==> src/rtl/pwd_wdt_pkg.sv <==
package pwd_wdt_pkg;
  localparam int unsigned CNT_W = 16;
  localparam int unsigned PW_W  = 14;

  typedef enum logic [1:0] {
    MODE_NORM = 2'd0,
    MODE_TOUT = 2'd1,
    MODE_PREW = 2'd2
  } wdt_mode_e;

  typedef struct packed {
    logic [CNT_W-1:0] reload;
    logic [PW_W-1:0]  pw;
    logic             slow;
    logic             endinit;
  } wdt_ctrl_t;

  // all fields except the password must repeat the current contents
  function automatic logic guard_match(wdt_ctrl_t a, wdt_ctrl_t b);
    return (a.reload == b.reload) && (a.slow == b.slow) && (a.endinit == b.endinit);
  endfunction
endpackage

==> src/rtl/pwd_wdt_presc.sv <==
module pwd_wdt_presc #(
  parameter int unsigned DIV_LO = 256,
  parameter int unsigned DIV_HI = 16384
) (
  input  logic clk_i,
  input  logic rst_ni,
  input  logic tick_i,
  input  logic slow_i,
  input  logic clr_i,
  output logic step_o
);
  localparam int unsigned DIV_MAX = (DIV_HI > DIV_LO) ? DIV_HI : DIV_LO;
  localparam int unsigned PC_W    = (DIV_MAX > 2) ? $clog2(DIV_MAX) : 1;

  logic [PC_W-1:0] pc_q;
  logic [PC_W-1:0] last;

  assign last   = slow_i ? PC_W'(DIV_HI - 1) : PC_W'(DIV_LO - 1);
  // >= keeps a mid-count divisor switch from running past the new limit
  assign step_o = tick_i && (pc_q >= last);

  always_ff @(posedge clk_i or negedge rst_ni) begin
    if (!rst_ni)      pc_q <= '0;
    else if (clr_i)   pc_q <= '0;
    else if (tick_i)  pc_q <= step_o ? '0 : pc_q + 1'b1;
  end

  a_r3_step_restarts: assert property (@(posedge clk_i) disable iff (!rst_ni)
    step_o |=> (pc_q == '0));

  a_r3_clear_restarts: assert property (@(posedge clk_i) disable iff (!rst_ni)
    clr_i |=> (pc_q == '0));
endmodule

==> src/rtl/pwd_wdt_cnt.sv <==
module pwd_wdt_cnt #(
  parameter int unsigned        CNT_W   = 16,
  parameter logic [CNT_W-1:0]   RST_VAL = '1
) (
  input  logic             clk_i,
  input  logic             rst_ni,
  input  logic             load_i,
  input  logic [CNT_W-1:0] load_val_i,
  input  logic             step_i,
  input  logic             hold_i,
  output logic [CNT_W-1:0] cnt_o,
  output logic             ovf_o
);
  logic [CNT_W-1:0] cnt_q;
  logic             adv;

  assign adv   = step_i && !hold_i;
  assign ovf_o = adv && (cnt_q == '1);
  assign cnt_o = cnt_q;

  always_ff @(posedge clk_i or negedge rst_ni) begin
    if (!rst_ni)     cnt_q <= RST_VAL;
    else if (load_i) cnt_q <= load_val_i;
    else if (adv)    cnt_q <= cnt_q + 1'b1;
  end

  a_r3_count_up: assert property (@(posedge clk_i) disable iff (!rst_ni)
    (step_i && !hold_i && !load_i) |=> (cnt_q == CNT_W'($past(cnt_q) + 1'b1)));

  a_r9_hold_freezes: assert property (@(posedge clk_i) disable iff (!rst_ni)
    (hold_i && !load_i) |=> $stable(cnt_q));
endmodule

==> src/rtl/pwd_wdt_access.sv <==
module pwd_wdt_access
  import pwd_wdt_pkg::*;
(
  input  logic      clk_i,
  input  logic      rst_ni,
  input  logic      wr_en_i,
  input  wdt_ctrl_t wr_i,
  input  wdt_ctrl_t cur_i,
  input  logic      lock_i,
  output logic      mod_o,
  output logic      err_o
);
  logic armed_q;
  logic wr;
  logic key_ok;
  logic unl;

  assign wr     = wr_en_i && !lock_i;
  assign key_ok = (wr_i.pw == cur_i.pw) && guard_match(wr_i, cur_i);
  assign unl    = wr && !armed_q && key_ok;
  assign mod_o  = wr && armed_q;
  assign err_o  = wr && !armed_q && !key_ok;

  always_ff @(posedge clk_i or negedge rst_ni) begin
    if (!rst_ni)     armed_q <= 1'b0;
    else if (lock_i) armed_q <= 1'b0;
    else if (wr)     armed_q <= unl;
  end

  a_r4_single_modify: assert property (@(posedge clk_i) disable iff (!rst_ni)
    mod_o |=> !armed_q);

  a_r6_err_disarms: assert property (@(posedge clk_i) disable iff (!rst_ni)
    err_o |=> !armed_q);
endmodule

==> src/rtl/pwd_wdt.sv <==
module pwd_wdt
  import pwd_wdt_pkg::*;
#(
  parameter int unsigned      DIV_LO = 256,
  parameter int unsigned      DIV_HI = 16384,
  parameter logic [PW_W-1:0]  PW_RST = 14'h1D3A
) (
  input  logic        clk_i,
  input  logic        rst_ni,
  input  logic        tick_i,
  input  logic        wr_en_i,
  input  logic [31:0] wr_data_i,
  output logic [31:0] rd_data_o,
  output logic        nmi_o,
  output logic        rst_req_o,
  output logic        endinit_o
);
  localparam logic [CNT_W-1:0] FIXED_RLD = ~CNT_W'(3);

  wdt_ctrl_t        ctrl_q;
  wdt_ctrl_t        wr_ctrl;
  wdt_mode_e        mode_q;
  logic             rst_req_q;
  logic             prew;
  logic             acc_mod;
  logic             acc_err;
  logic             expire;
  logic             fault;
  logic             take_mod;
  logic             load;
  logic [CNT_W-1:0] load_val;
  logic             step;
  logic [CNT_W-1:0] cnt;

  assign wr_ctrl  = wdt_ctrl_t'(wr_data_i);
  assign prew     = (mode_q == MODE_PREW);
  assign fault    = !prew && (acc_err || expire);
  assign take_mod = !prew && acc_mod && !expire;
  assign load     = fault || take_mod;
  assign load_val = (take_mod && wr_ctrl.endinit) ? wr_ctrl.reload : FIXED_RLD;

  pwd_wdt_access i_access (
    .clk_i   (clk_i),
    .rst_ni  (rst_ni),
    .wr_en_i (wr_en_i),
    .wr_i    (wr_ctrl),
    .cur_i   (ctrl_q),
    .lock_i  (prew),
    .mod_o   (acc_mod),
    .err_o   (acc_err)
  );

  pwd_wdt_presc #(.DIV_LO(DIV_LO), .DIV_HI(DIV_HI)) i_presc (
    .clk_i  (clk_i),
    .rst_ni (rst_ni),
    .tick_i (tick_i),
    .slow_i (ctrl_q.slow),
    .clr_i  (load),
    .step_o (step)
  );

  pwd_wdt_cnt #(.CNT_W(CNT_W), .RST_VAL(FIXED_RLD)) i_cnt (
    .clk_i      (clk_i),
    .rst_ni     (rst_ni),
    .load_i     (load),
    .load_val_i (load_val),
    .step_i     (step),
    .hold_i     (rst_req_q),
    .cnt_o      (cnt),
    .ovf_o      (expire)
  );

  always_ff @(posedge clk_i or negedge rst_ni) begin
    if (!rst_ni) begin
      ctrl_q    <= '{reload: '0, pw: PW_RST, slow: 1'b0, endinit: 1'b0};
      mode_q    <= MODE_TOUT;
      rst_req_q <= 1'b0;
    end else begin
      if (fault) begin
        mode_q <= MODE_PREW;
      end else if (take_mod) begin
        ctrl_q <= wr_ctrl;
        mode_q <= wr_ctrl.endinit ? MODE_NORM : MODE_TOUT;
      end
      if (prew && expire) rst_req_q <= 1'b1;
    end
  end

  assign rd_data_o = ctrl_q;
  assign nmi_o     = prew;
  assign rst_req_o = rst_req_q;
  assign endinit_o = ctrl_q.endinit;

  a_r7_nmi_sticky: assert property (@(posedge clk_i) disable iff (!rst_ni)
    nmi_o |=> nmi_o);

  a_r9_rst_sticky: assert property (@(posedge clk_i) disable iff (!rst_ni)
    rst_req_o |=> rst_req_o);

  a_r8_rst_after_nmi: assert property (@(posedge clk_i) disable iff (!rst_ni)
    rst_req_o |-> nmi_o);

  a_r6_bad_write: assert property (@(posedge clk_i) disable iff (!rst_ni)
    acc_err |=> (nmi_o && $stable(ctrl_q)));

  a_r9_writes_ignored: assert property (@(posedge clk_i) disable iff (!rst_ni)
    prew |=> $stable(ctrl_q));

  a_r10_expire_wins: assert property (@(posedge clk_i) disable iff (!rst_ni)
    (expire && acc_mod && !prew) |=> (nmi_o && $stable(ctrl_q)));

  a_r11_pw_only_modify: assert property (@(posedge clk_i) disable iff (!rst_ni)
    !take_mod |=> $stable(ctrl_q.pw));

  a_r5_window_load: assert property (@(posedge clk_i) disable iff (!rst_ni)
    (take_mod && !wr_ctrl.endinit) |=> (cnt == FIXED_RLD));

  a_r5_normal_load: assert property (@(posedge clk_i) disable iff (!rst_ni)
    (take_mod && wr_ctrl.endinit) |=> (cnt == $past(wr_ctrl.reload)));
endmodule

==> config.mk <==
export PLATFORM = sky130hd
export DESIGN_NAME = pwd_wdt
export DESIGN_NICKNAME = d
export VERILOG_FILES = /design/src/rtl/pwd_wdt_pkg.sv /design/src/rtl/pwd_wdt_presc.sv /design/src/rtl/pwd_wdt_cnt.sv /design/src/rtl/pwd_wdt_access.sv /design/src/rtl/pwd_wdt.sv
export SDC_FILE = /design/constraint.sdc
export NUM_CORES = 1
export LEC_CHECK = 0
export ABC_AREA = 1
export BUFFER_PORTS_ARGS = -buffer_cell sky130_fd_sc_hd__buf_2
export CORE_MARGIN = 10
export CORE_UTILIZATION = 57
export CTS_CLUSTER_SIZE = 40
export DETAILED_ROUTE_END_ITERATION = 10
export PLACE_DENSITY = 0.89
export SYNTH_ARGS = -nofsm -noshare
export SYNTH_HDL_FRONTEND = slang
export SYNTH_SLANG_ARGS = --single-unit
==> constraint.sdc <==
create_clock -name clk_i -period 2.6 [get_ports clk_i]
set_input_delay 0.13 -clock clk_i [delete_from_list [all_inputs] [get_ports clk_i]]
set_output_delay 0.13 -clock clk_i [all_outputs]
set_load 0.1 [all_outputs]
Yosys cells after proc, flatten, opt, wreduce, memory -nomap -nowiden
Cells that the tools add are included.
{"block": "word_totals", "reg_bits": 66, "latchBits": 0, "ramBits": 0, "romBits": 0, "output_inout_bits": 35, "elab_cells": 59, "mem_count": 0}
{"block": "op_classes", "n_addsub": 2, "n_mul": 0, "div_mod_pow": 0, "order_cmp": 1, "n_eq_ne": 6, "shift": 0, "n_mux": 12, "bitwise_logic": 1, "reduce_logical": 28}
{"op": "14-bit two-way mux", "count": 4}
{"op": "16-bit two-way mux", "count": 3}
{"op": "16-bit by 1-bit adder with 16-bit output, second input constant", "count": 1}
{"op": "16-bit == test", "count": 1}
{"op": "16-bit == test, second input constant", "count": 1}
{"op": "1-bit logical AND", "count": 16}
{"op": "14-bit by 1-bit adder with 14-bit output, second input constant", "count": 1}
{"op": "14-bit == test", "count": 1}
{"op": "14-bit greater-or-equal comparator", "count": 1}
{"op": "2-bit nonzero test", "count": 4}
{"op": "1-bit zero test", "count": 5}
{"op": "2-bit two-way mux", "count": 2}
{"op": "1-bit two-way mux", "count": 3}
{"op": "1-bit == test", "count": 2}
{"op": "2-bit == test, second input constant", "count": 1}
{"op": "1-bit logical OR", "count": 2}
{"op": "2-bit AND reduction", "count": 1}
{"op": "1-bit inverter", "count": 1}

Depth between registers and ports, before layout
Gate-level depths: netlist of run 1.
{"block": "depth", "word_depth": 10, "depth_mapped": 16, "depth_no_buf": 16}

Cells and area by module
Synthesis of run 1 repeated with hierarchy kept, for this count alone.
{"block": "hier_totals", "hier_cells": 653, "area_unflattened_um2": 4498.1}
{"module": "pwd_wdt", "instances": 1, "cells_each": 199, "area_each_um2": 1700.4, "seq_area_each_um2": 887.1}
{"module": "pwd_wdt_cnt", "instances": 1, "cells_each": 170, "area_each_um2": 1133.6, "seq_area_each_um2": 417.9}
{"module": "pwd_wdt_presc", "instances": 1, "cells_each": 163, "area_each_um2": 1078.5, "seq_area_each_um2": 350.3}
{"module": "pwd_wdt_access", "instances": 1, "cells_each": 121, "area_each_um2": 585.6, "seq_area_each_um2": 25.0}

Least setup slack after synthesis of run 1
No wires, ideal clock.
{"block": "synth_path", "kind": "register to register", "startpoint": "register mode_q[0]", "endpoint": "register i_cnt.cnt_q[1], in the netlist i_cnt.cnt_o[1]", "setup_time_ns": 0.113, "arrival_time_ns": 2.664, "required_ns": 2.487, "slack_ns": -0.177, "path_stages_with_launch": 8, "synth_period_minus_slack_ns": 2.777, "cell_sequence": "dfstp_2 -> nor2_1 -> inv_1 -> nand2_2 -> buf_2 -> nand4_1 -> nand2_1 -> inv_1"}
{"block": "synth_via", "elab_chain_cells": 9}
{"item": "start, declared", "line": "pwd_wdt.sv:22", "rtl": "wdt_mode_e mode_q;"}
{"item": "start signal, assigned", "line": "pwd_wdt.sv:83", "rtl": "mode_q <= wr_ctrl.endinit ? MODE_NORM : MODE_TOUT;"}
{"item": "2-bit == test *", "line": "pwd_wdt.sv:36", "rtl": "assign prew = (mode_q == MODE_PREW);"}
{"item": "net nmi_o", "line": "pwd_wdt.sv:14", "rtl": "output logic nmi_o,"}
{"item": "1-bit zero test *", "line": "pwd_wdt_access.sv:18, pwd_wdt.sv:37, pwd_wdt.sv:38"}
{"item": "1-bit logical AND", "line": "pwd_wdt_access.sv:18", "rtl": "assign wr = wr_en_i && !lock_i;"}
{"item": "1-bit logical AND (on tied branches)", "line": "pwd_wdt_access.sv:21, pwd_wdt_access.sv:22"}
{"item": "1-bit logical AND (on tied branches)", "line": "pwd_wdt.sv:38, pwd_wdt_access.sv:22"}
{"item": "1-bit logical AND / 1-bit logical OR (equally long branches)", "line": "pwd_wdt.sv:38, pwd_wdt.sv:37"}
{"item": "1-bit logical AND (on tied branches)", "line": "pwd_wdt.sv:40, pwd_wdt.sv:37"}
{"item": "16-bit two-way mux / 1-bit logical OR (equally long branches)", "line": "pwd_wdt.sv:40, pwd_wdt.sv:39"}
{"item": "16-bit two-way mux / 2-bit nonzero test (equally long branches)"}
{"item": "end signal, assigned", "line": "pwd_wdt_cnt.sv:23", "rtl": "else if (load_i) cnt_q <= load_val_i;"}
{"item": "end signal, assigned", "line": "pwd_wdt_cnt.sv:24", "rtl": "else if (adv) cnt_q <= cnt_q + 1'b1;"}
{"item": "end, declared", "line": "pwd_wdt_cnt.sv:14", "rtl": "logic [CNT_W-1:0] cnt_q;"}
The timed path passes the listed nets; every way through them passes the cells marked *.
A chain may end at the register's enable or synchronous reset.

Worst setup path in the final report of run 1
{"block": "layout_path", "startpoint": "register ctrl_q, in the netlist rd_data_o[1]", "endpoint": "register i_presc.pc_q[11]"}
{"block": "layout_via", "elab_chain_cells": 10}
{"item": "start, declared", "line": "pwd_wdt.sv:20", "rtl": "wdt_ctrl_t ctrl_q;"}
{"item": "start signal, assigned", "line": "pwd_wdt.sv:75", "rtl": "ctrl_q <= '{reload: '0, pw: PW_RST, slow: 1'b0, endinit: 1'b0};"}
{"item": "start signal, assigned", "line": "pwd_wdt.sv:82", "rtl": "ctrl_q <= wr_ctrl;"}
{"item": "branches (longest 10 deep; another with 14-bit greater-or-equal comparator)"}
{"item": "end signal, assigned", "line": "pwd_wdt_presc.sv:25", "rtl": "else if (tick_i) pc_q <= step_o ? '0 : pc_q + 1'b1;"}
{"item": "end, declared", "line": "pwd_wdt_presc.sv:15", "rtl": "logic [PC_W-1:0] pc_q;"}
Parallel ways; which one is timed is not known. The select of a mux whose other input is x is not followed.

==> qor.yml, run 1 <==
run_status: "complete, no violations"
timing.hold.worst_endpoint: "rd_data_o[11]"
synth_warnings: 0
cp.arrival_ns: 2.74
regToRegStartpoint: "rd_data_o[1]"
critical_path_rt_ns: 2.90
timing.slew.headroom_pct: 54.6
synth_cell_types: 35
maximum_number_of_pins_on_one_net_before_global_route_repair: 54
synth_seq_cells: 66
hold_class: "in2reg"
cts_tree: "built"
synth_top_cells_by_area: "sky130_fd_sc_hd__dfrtp_1 (27%), sky130_fd_sc_hd__nand2_1 (17%), sky130_fd_sc_hd__dfstp_2 (15%)"
area_growth_syn_to_layout_pct: 21.1
number_of_cts_inserted_buffers: 9
fin_tns_setup_ns: 0
dpl.cell_count: 688
cts-root-buf: "sky130_fd_sc_hd__clkbuf_8"
slew_violations: 0
gpl.final_weighted_congestion: 0.882
antenna_cells: 0
critical_path.slowest_cell: "sky130_fd_sc_hd__dfrtp_1"
post_synthesis_instance_area_sq_mm: 0.00405
grt_usage_pct: 19.3
final_nets: 659
report.final.setup_viol: 0
rrSetupSlack_ns: 0.16
maxClockFrequency_mhz: 410
cts_max_path_buffers: 2
wl_final_um: 10700
post_drt_wl_per_cell_um: 15.0
synth_nets: 574
async_flop_share_pct: 100
num_rows: 30
viasPerCell: 5.24
die_h_um: 104
detailedRoute.firstPassIterationCount: 6
die_w_um: 104
dr_total_vias: 3753
worst_setup_path_end_kind: "flip-flop"
top_level_ports: 71
critical_path_class: "reg2reg"
grt_first_pass_wirelength_um: 17500
yosysMostFrequentCell: "sky130_fd_sc_hd__nand2_1"
post-route-period-util_pct: 93.8
crit_start: "rd_data_o[1]"
worstSkewPairLatency_ns: 0.36
die_area_sq_mm: 0.0109
synth-main-ff-cell: "sky130_fd_sc_hd__dfrtp_1"
h_tree_levels: 3
detailedPlacementHpwl_um: 7570
hp-start: "wr_data_i[11]"
timing.critical_path.cells: "inv_2 -> ha_1 -> nand2_1 -> nor2_2 -> nand2_1 -> nor2_1 -> nor2_2 -> nor2_4 -> nand3_4 -> nand2_4 -> inv_4 -> a21oi_4 -> nand2_4 -> buf_12 -> nor2_4"
synth_sequential_area_ratio_pct: 41.5
drt_first_iter_violations: 323
worst_pin_slew_ns: 0.681
instances_no_fill: 716
worst_setup_path_start_kind: "flip-flop"
worst_r2r_path_depth: 15
maxCapViolations: 0
netlist_top_cells_count: "sky130_fd_sc_hd__nand2_1 (185), sky130_fd_sc_hd__inv_1 (62), sky130_fd_sc_hd__dfrtp_1 (43)"
power_leakage_nw: 2.51
drcViolationCount: 0
first_global_vias: 3719
detail-route-antenna-nets: 0
rsz_0062_raised_after_global_routing: "false"
slowest_delay_ns: 0.37
path_max_fanout: 16
maximum_vdd_drop_v: 0.000432
nFillCells: 538
critical_path.reg2reg.endpoint: "i_presc.pc_q[11]"
timing.final.hold_violations: 0
drive_above_1_share_pct: 24.2
power_density_mw_per_mm2: 823
floorplan.initialDensity_pct: 59.3
worst-path-buf-inv: 3
synth-edff-count: 0
numPortBuffers: 70
antenna_found_initial: 0
timing.critical_path.max_delay_family: "simple AND/OR/NAND/NOR gates"
clk_pin_slew_worst_paths_ns: 0.08
yosysTopAreaCellShare_pct: 26.6
postSynthAreaPerCell_sq_um: 7.64
synthDominantAreaCellType: "sky130_fd_sc_hd__dfrtp_1"
core_area_sq_mm: 0.00683
syn_inst: 530
skew_ns: 0.00717
cts.sinks: 66
whs_path_depth: 3
sum_of_overflow_across_all_layers_after_global_routing: 0
final.min_clock_period_ns: 2.44
[per-stage QoR]
| stage | power, mW | setup slack, ns | area, sq um | utilization (%) | hold WS (ns) |
|---|---|---|---|---|---|
| 6_report | 4.04 | 0.160 | 4900 | 71.8 | 0.00344 |
| 5_1_grt | 4.26 | 0.00114 | 4900 | 71.8 | 0.00721 |
| 4_1_cts | 4.01 | 0.0593 | 4830 | 70.7 | 0.00615 |
| 3_5_place_dp | 3.02 | 0.0758 | 4520 | 66.2 | 0.209 |
| 3_3_place_gp | 2.97 | 0.166 | 4520 | 66.2 | 0.199 |
| 2_1_floorplan | 2.70 | 0.381 | 4050 | - | -0.166 |
[how the worst max path moves through the flow]
stage / to / slack, ns / depth (start not counted)
CTS: i_cnt.cnt_o[1] / 0.06 / 17
detailed placement: i_presc.pc_q[11] / 0.08 / 15
global placement: i_cnt.cnt_o[0] / 0.17 / 15
global route: i_cnt.cnt_o[1] / 0.001 / 16
floorplan: i_cnt.cnt_o[1] / 0.38 / 13
finish: i_presc.pc_q[11] / 0.16 / 15
[cell type report]
type                            count  area [sq um]  share of cell area [%]
Inverter                           65           248                    5.05
Tap cell                           96           120                    2.45
Sequential cell                    66          1680                    34.3
Timing Repair Buffer               89           596                    12.1
Multi-Input combinational cell    384          2040                    41.7
Clock inverter                      6          90.1                    1.84
Clock buffer                       10           128                    2.60
[cells in the final DEF (no fill, tap or decap), drive strengths merged, types with 2 or more instances in the layout]
master and n:
nand2 192, buf 78, inv 65, nor2 48, dfrtp 43, o21ai 33, xnor2 26, dfstp 23
nand3 22, xor2 15, nand4 14, clkbuf 12, dlygate4sd3 9, nor3 9, ha 8, a21oi 7
clkinv 3, nand3b 2, nor3b 2, or2 2, bufinv 2
[layer usage]
layer,wire (um),vias up,GRT usage [%]
met2,5150,166,30.8
li1,-,1815,-
met4,310,0,6.36
met5,0,-,0
met3,926,33,7.00
met1,4330,1739,23.4
[flip-flops by register name, summed over array words and instances, names as in the netlist]
| name | count |
|---|---|
| endinit_o | 1 |
| rd_data_o | 31 |
| i_presc.pc_q | 14 |
| i_cnt.cnt_o | 16 |
| rst_req_o | 1 |
| i_access.armed_q | 1 |
| mode_q | 2 |
[timing repair]
item                                    in CTS  in global routing
endpoints found under the setup margin       0                 30
setup buffers                                0                  1
hold buffers                                 9                  0
endpoints found under the hold margin       27                  0
gates resized for setup                      0                  5
[cell families (layout without fill, tap and decap cells)]
group / count (synthesis) / after routing / synth area share [%]
AOI/OAI and AO/OA: 44 / 44 / 5.90
xor gates and xnor gates: 41 / 41 / 8.87
adders and majority gates: 8 / 8 / 2.47
buffers and inverters: 80 / 170 / 8.43
DFF: 66 / 66 / 41.5
and+or+nand+nor: 291 / 291 / 32.8
[tightest hold or removal path, cell delays in order]
cell and delay (ns):
sky130_fd_sc_hd__buf_2 0.09, sky130_fd_sc_hd__nand2_1 0.05, sky130_fd_sc_hd__nand2_1 0.06
[report_power, final]
part | leakage (nW) | total (mW) | internal, mW | switching [mW]
Sequential | 0.790 | 1.61 | 1.34 | 0.268
Clock | 0.107 | 0.971 | 0.543 | 0.427
Combinational | 1.61 | 1.46 | 0.414 | 1.04
Total | 2.51 | 4.04 | 2.30 | 1.74
Note: power is estimated with default switching activity, not from simulation.
==> run 2, diff against run 1 <==
--- a/config.mk
+++ b/config.mk
@@ -6,8 +6,8 @@
 export NUM_CORES = 1
 export LEC_CHECK = 0
-export ABC_AREA = 1
 export BUFFER_PORTS_ARGS = -buffer_cell sky130_fd_sc_hd__buf_2
+export CAP_MARGIN = 5
 export CORE_MARGIN = 10
-export CORE_UTILIZATION = 57
+export CORE_UTILIZATION = 56
 export CTS_CLUSTER_SIZE = 40
 export DETAILED_ROUTE_END_ITERATION = 10
==> constraint.sdc (replaced) <==
create_clock -name clk_i -period 2.6 [get_ports clk_i]
set_input_delay 0.13 -clock clk_i [delete_from_list [all_inputs] [get_ports clk_i]]
set_output_delay 0.13 -clock clk_i [all_outputs]
set_load 0.05 [all_outputs]
==> run 2 against run 1 <==
  * Core utilization shrank 0.98 points
  * Global-route usage grew 1.9 points
  * Non-clock buffer count grew 7
  * Fmax shrank 3.9%
  * Final cell count shrank 19%
  * Clock skew shrank 0.0024 ns
  * Hold slack gained 0.013 ns
  * Setup slack lost 0.10 ns
  * Synthesized cell count shrank 24%
  * Clock power shrank 8.3%
  * Register-to-register slack lost 0.10 ns
  * Clock-buffer cell count grew 1
  * Critical endpoint is now i_cnt.cnt_o[14]
==> qor.yml, run 2 <==
cts_max_path_buffers: 2  # unchanged
slew_violations: 0  # unchanged
critical_path_class: "reg2reg"  # unchanged
worst_setup_path_start_kind: "flip-flop"  # unchanged
path_max_fanout: 17  # was 16
detail-route-antenna-nets: 0  # unchanged
dpl.cell_count: 548  # was 688
synth_sequential_area_ratio_pct: 44.9  # was 41.5%
post_synth_fa_ha_maj_area_fraction_pct: 2.67  # was 2.47%
largest_register_ffs: 31  # unchanged
num_rows: 29  # was 30
run_status: "complete, no violations"  # unchanged
clk_pin_slew_worst_paths_ns: 0.08  # about the same
numPortBuffers: 70  # unchanged
maximum_number_of_pins_on_one_net_before_global_route_repair: 33  # was 54
worst_pin_slew_ns: 0.551  # was 0.681 ns
holdWs_ns: 0.0168  # was 0.00344 ns
synth_top_cells_by_area: "sky130_fd_sc_hd__dfrtp_1 (29%), sky130_fd_sc_hd__dfstp_2 (16%), sky130_fd_sc_hd__nand2_1 (12%)"  # was sky130_fd_sc_hd__dfrtp_1 (27%), sky130_fd_sc_hd__nand2_1 (17%), sky130_fd_sc_hd__dfstp_2 (15%)
sum_of_overflow_across_all_layers_after_global_routing: 0  # unchanged
h_tree_levels: 3  # unchanged
skew_ns: 0.00478  # was 0.00717 ns
hold_class: "in2reg"  # unchanged
post-layout-total-power_mw: 2.36  # was 4.04 mW
synth_cell_types: 47  # was 35
final.min_clock_period_ns: 2.54  # was 2.44 ns
report.final.setup_viol: 0  # unchanged
maxClockFrequency_mhz: 394  # was 410 MHz
drive_above_1_share_pct: 27.1  # was 24.2%
power_leakage_nw: 2.18  # was 2.51 nW
critical_path_rt_ns: 2.91  # was 2.90 ns
synth-edff-count: 0  # unchanged
grt_first_pass_wirelength_um: 17000  # was 17500 um
final_common_cell: "sky130_fd_sc_hd__nand2_1"  # unchanged
dr_total_vias: 3341  # was 3753
post_drt_wl_per_cell_um: 18.6  # was 15.0 um
synth_seq_cells: 66  # unchanged
antenna_found_initial: 0  # unchanged
yosysMostFrequentCell: "sky130_fd_sc_hd__nand2_1"  # unchanged
die_h_um: 102  # was 104 um
worstSkewPairLatency_ns: 0.36  # about the same
top_level_ports: 71  # unchanged
synth-main-ff-cell: "sky130_fd_sc_hd__dfrtp_1"  # unchanged
drcViolationCount: 0  # unchanged
synth_nets: 449  # was 574
synth_simple_gate_area_share_pct: 26.6  # was 32.8%
async_flop_share_pct: 100  # unchanged
final_cell_mix: "sky130_fd_sc_hd__nand2_1 (118), sky130_fd_sc_hd__buf_2 (70), sky130_fd_sc_hd__dfrtp_1 (43), sky130_fd_sc_hd__xnor2_1 (37), sky130_fd_sc_hd__dfstp_2 (23)"  # was sky130_fd_sc_hd__nand2_1 (185), sky130_fd_sc_hd__buf_2 (70), sky130_fd_sc_hd__inv_1 (61), sky130_fd_sc_hd__dfrtp_1 (43)
floorplan.initialDensity_pct: 58.3  # was 59.3%
postSynthAreaPerCell_sq_um: 9.24  # was 7.64 sq um
cts_tree: "built"  # unchanged
nFillCells: 423  # was 538
syn_inst: 405  # was 530
worst_setup_path_end_kind: "flip-flop"  # unchanged
detailedPlacementHpwl_um: 7190  # was 7570 um
cts.sinks: 66  # unchanged
timing.slew.headroom_pct: 63.2  # was 54.6%
synth_top_family_by_area: "simple AND/OR/NAND/NOR gates"  # unchanged
yosysTopAreaCellShare_pct: 28.7  # was 26.6%
drt_first_iter_violations: 276  # was 323
die_area_sq_mm: 0.0104  # was 0.0109 sq mm
cp.arrival_ns: 2.84  # was 2.74 ns
post_cts_buffers: 0  # unchanged
netlist_top_cells_count: "sky130_fd_sc_hd__nand2_1 (118), sky130_fd_sc_hd__dfrtp_1 (43), sky130_fd_sc_hd__xnor2_1 (37)"  # was sky130_fd_sc_hd__nand2_1 (185), sky130_fd_sc_hd__inv_1 (62), sky130_fd_sc_hd__dfrtp_1 (43)
power_density_mw_per_mm2: 519  # was 823 mW/mm^2
timing.final.hold_violations: 0  # unchanged
gpl.final_weighted_congestion: 0.917  # was 0.882
synth_warnings: 0  # unchanged
synth.area.mux_share_pct: 0.267  # was 0%
maximum_vdd_drop_v: 0.000480  # was 0.000432 V
cts-root-buf: "sky130_fd_sc_hd__clkbuf_8"  # unchanged
instances_no_fill: 578  # was 716
synth_compound_gate_area_share_pct: 10.8  # was 5.90%
final_nets: 540  # was 659
post_synthesis_instance_area_sq_mm: 0.00374  # was 0.00405 sq mm
synthDominantAreaCellType: "sky130_fd_sc_hd__dfrtp_1"  # unchanged
number_of_cts_inserted_buffers: 9  # unchanged
core_area_sq_mm: 0.00642  # was 0.00683 sq mm
die_w_um: 102  # was 104 um
wl_final_um: 10700  # about the same
first_global_vias: 3452  # was 3719
viasPerCell: 5.78  # was 5.24
area_growth_syn_to_layout_pct: 21.5  # was 21.1%
antenna_cells: 0  # unchanged
xor_xnor_fraction_of_synth_area_pct: 11.7  # was 8.87%
post-route-period-util_pct: 97.7  # was 93.8%
detailedRoute.firstPassIterationCount: 4  # was 6
grt_usage_pct: 21.2  # was 19.3%
maxCapViolations: 0  # unchanged
-- run 2: stage by stage --
stage,utilization [%],TNS (ns),cell area (sq um),worst slack (ns)
2_1_floorplan,-,0,3740,0.298
3_3_place_gp,65.4,0,4200,0.143
3_5_place_dp,65.4,0,4200,0.0243
4_1_cts,70.7,0,4540,0.0151
5_1_grt,70.8,-0.0235,4550,-0.0235
6_report,70.8,0,4550,0.0609
-- run 2: critical path, cell delays in order, from the launching register on --
cell and delay, ns:
sky130_fd_sc_hd__dfrtp_1 0.40, sky130_fd_sc_hd__inv_2 0.09, sky130_fd_sc_hd__ha_1 0.31, sky130_fd_sc_hd__nand4_1 0.15
sky130_fd_sc_hd__nor4_4 0.46, sky130_fd_sc_hd__o31ai_2 0.10, sky130_fd_sc_hd__buf_4 0.20, sky130_fd_sc_hd__or4_1 0.48
sky130_fd_sc_hd__o211ai_1 0.11, sky130_fd_sc_hd__a221o_1 0.18
-- run 2: worst paths after layout --
check | endpoint | slack [ns] | from | cells past startpoint
min | rd_data_o[17] | 0.02 | wr_data_i[17] | 3
max | i_cnt.cnt_o[14] | 0.06 | rd_data_o[1] | 9
max reg2reg | i_cnt.cnt_o[14] | 0.06 | rd_data_o[1] | 9
min reg2reg | rd_data_o[14] | 0.48 | rd_data_o[14] | 2
max in group asynchronous | i_cnt.cnt_o[8] | 1.60 | rst_ni | 3
min in group asynchronous | rd_data_o[11] | 0.26 | rst_ni | 2
-- run 2: metal layers --
metal	up-vias	share of wire, %	GRT usage (%)	wire [um]
met4	0	2.2	7.70	231
li1	1575	-	-	-
met5	-	0	0	0
met3	22	8.5	8.03	911
met1	1584	41	24.7	4360
met2	160	49	34.8	5230
-- run 2: cells by family (layout without fill, tap and decap cells) --
family,Yosys count,after routing
and+or+nand+nor,209,209
DFF,66,66
xor gates and xnor gates,50,50
AOI/OAI and AO/OA,49,49
buffers and inverters,22,118
adders and majority gates,8,8
muxes,1,1
-- run 2: report_power, final --
| group | switching, mW | internal (mW) | total [mW] |
|---|---|---|---|
| logic | 0.169 | 0.143 | 0.311 |
| registers | 0.0662 | 1.09 | 1.16 |
| clock network | 0.424 | 0.466 | 0.890 |
-- run 2: layout make-up --
cell class / count / area (sq um) / area share, %
well taps: 77 / 96.3 / 2.12
clock buffers: 11 / 141 / 3.11
inverters: 6 / 22.5 / 0.495
clock inverters: 5 / 53.8 / 1.18
repair buffers: 96 / 593 / 13.0
flip-flops and latches: 66 / 1680 / 36.9
multi-input cells: 317 / 1960 / 43.1
-- run 2: repair_timing --
action / 4_1_cts / 5_1_grt
setup endpoints to repair: 0 / 38
gates resized for setup: 0 / 3
endpoints found under the hold margin: 30 / 0
hold buffers: 14 / 0
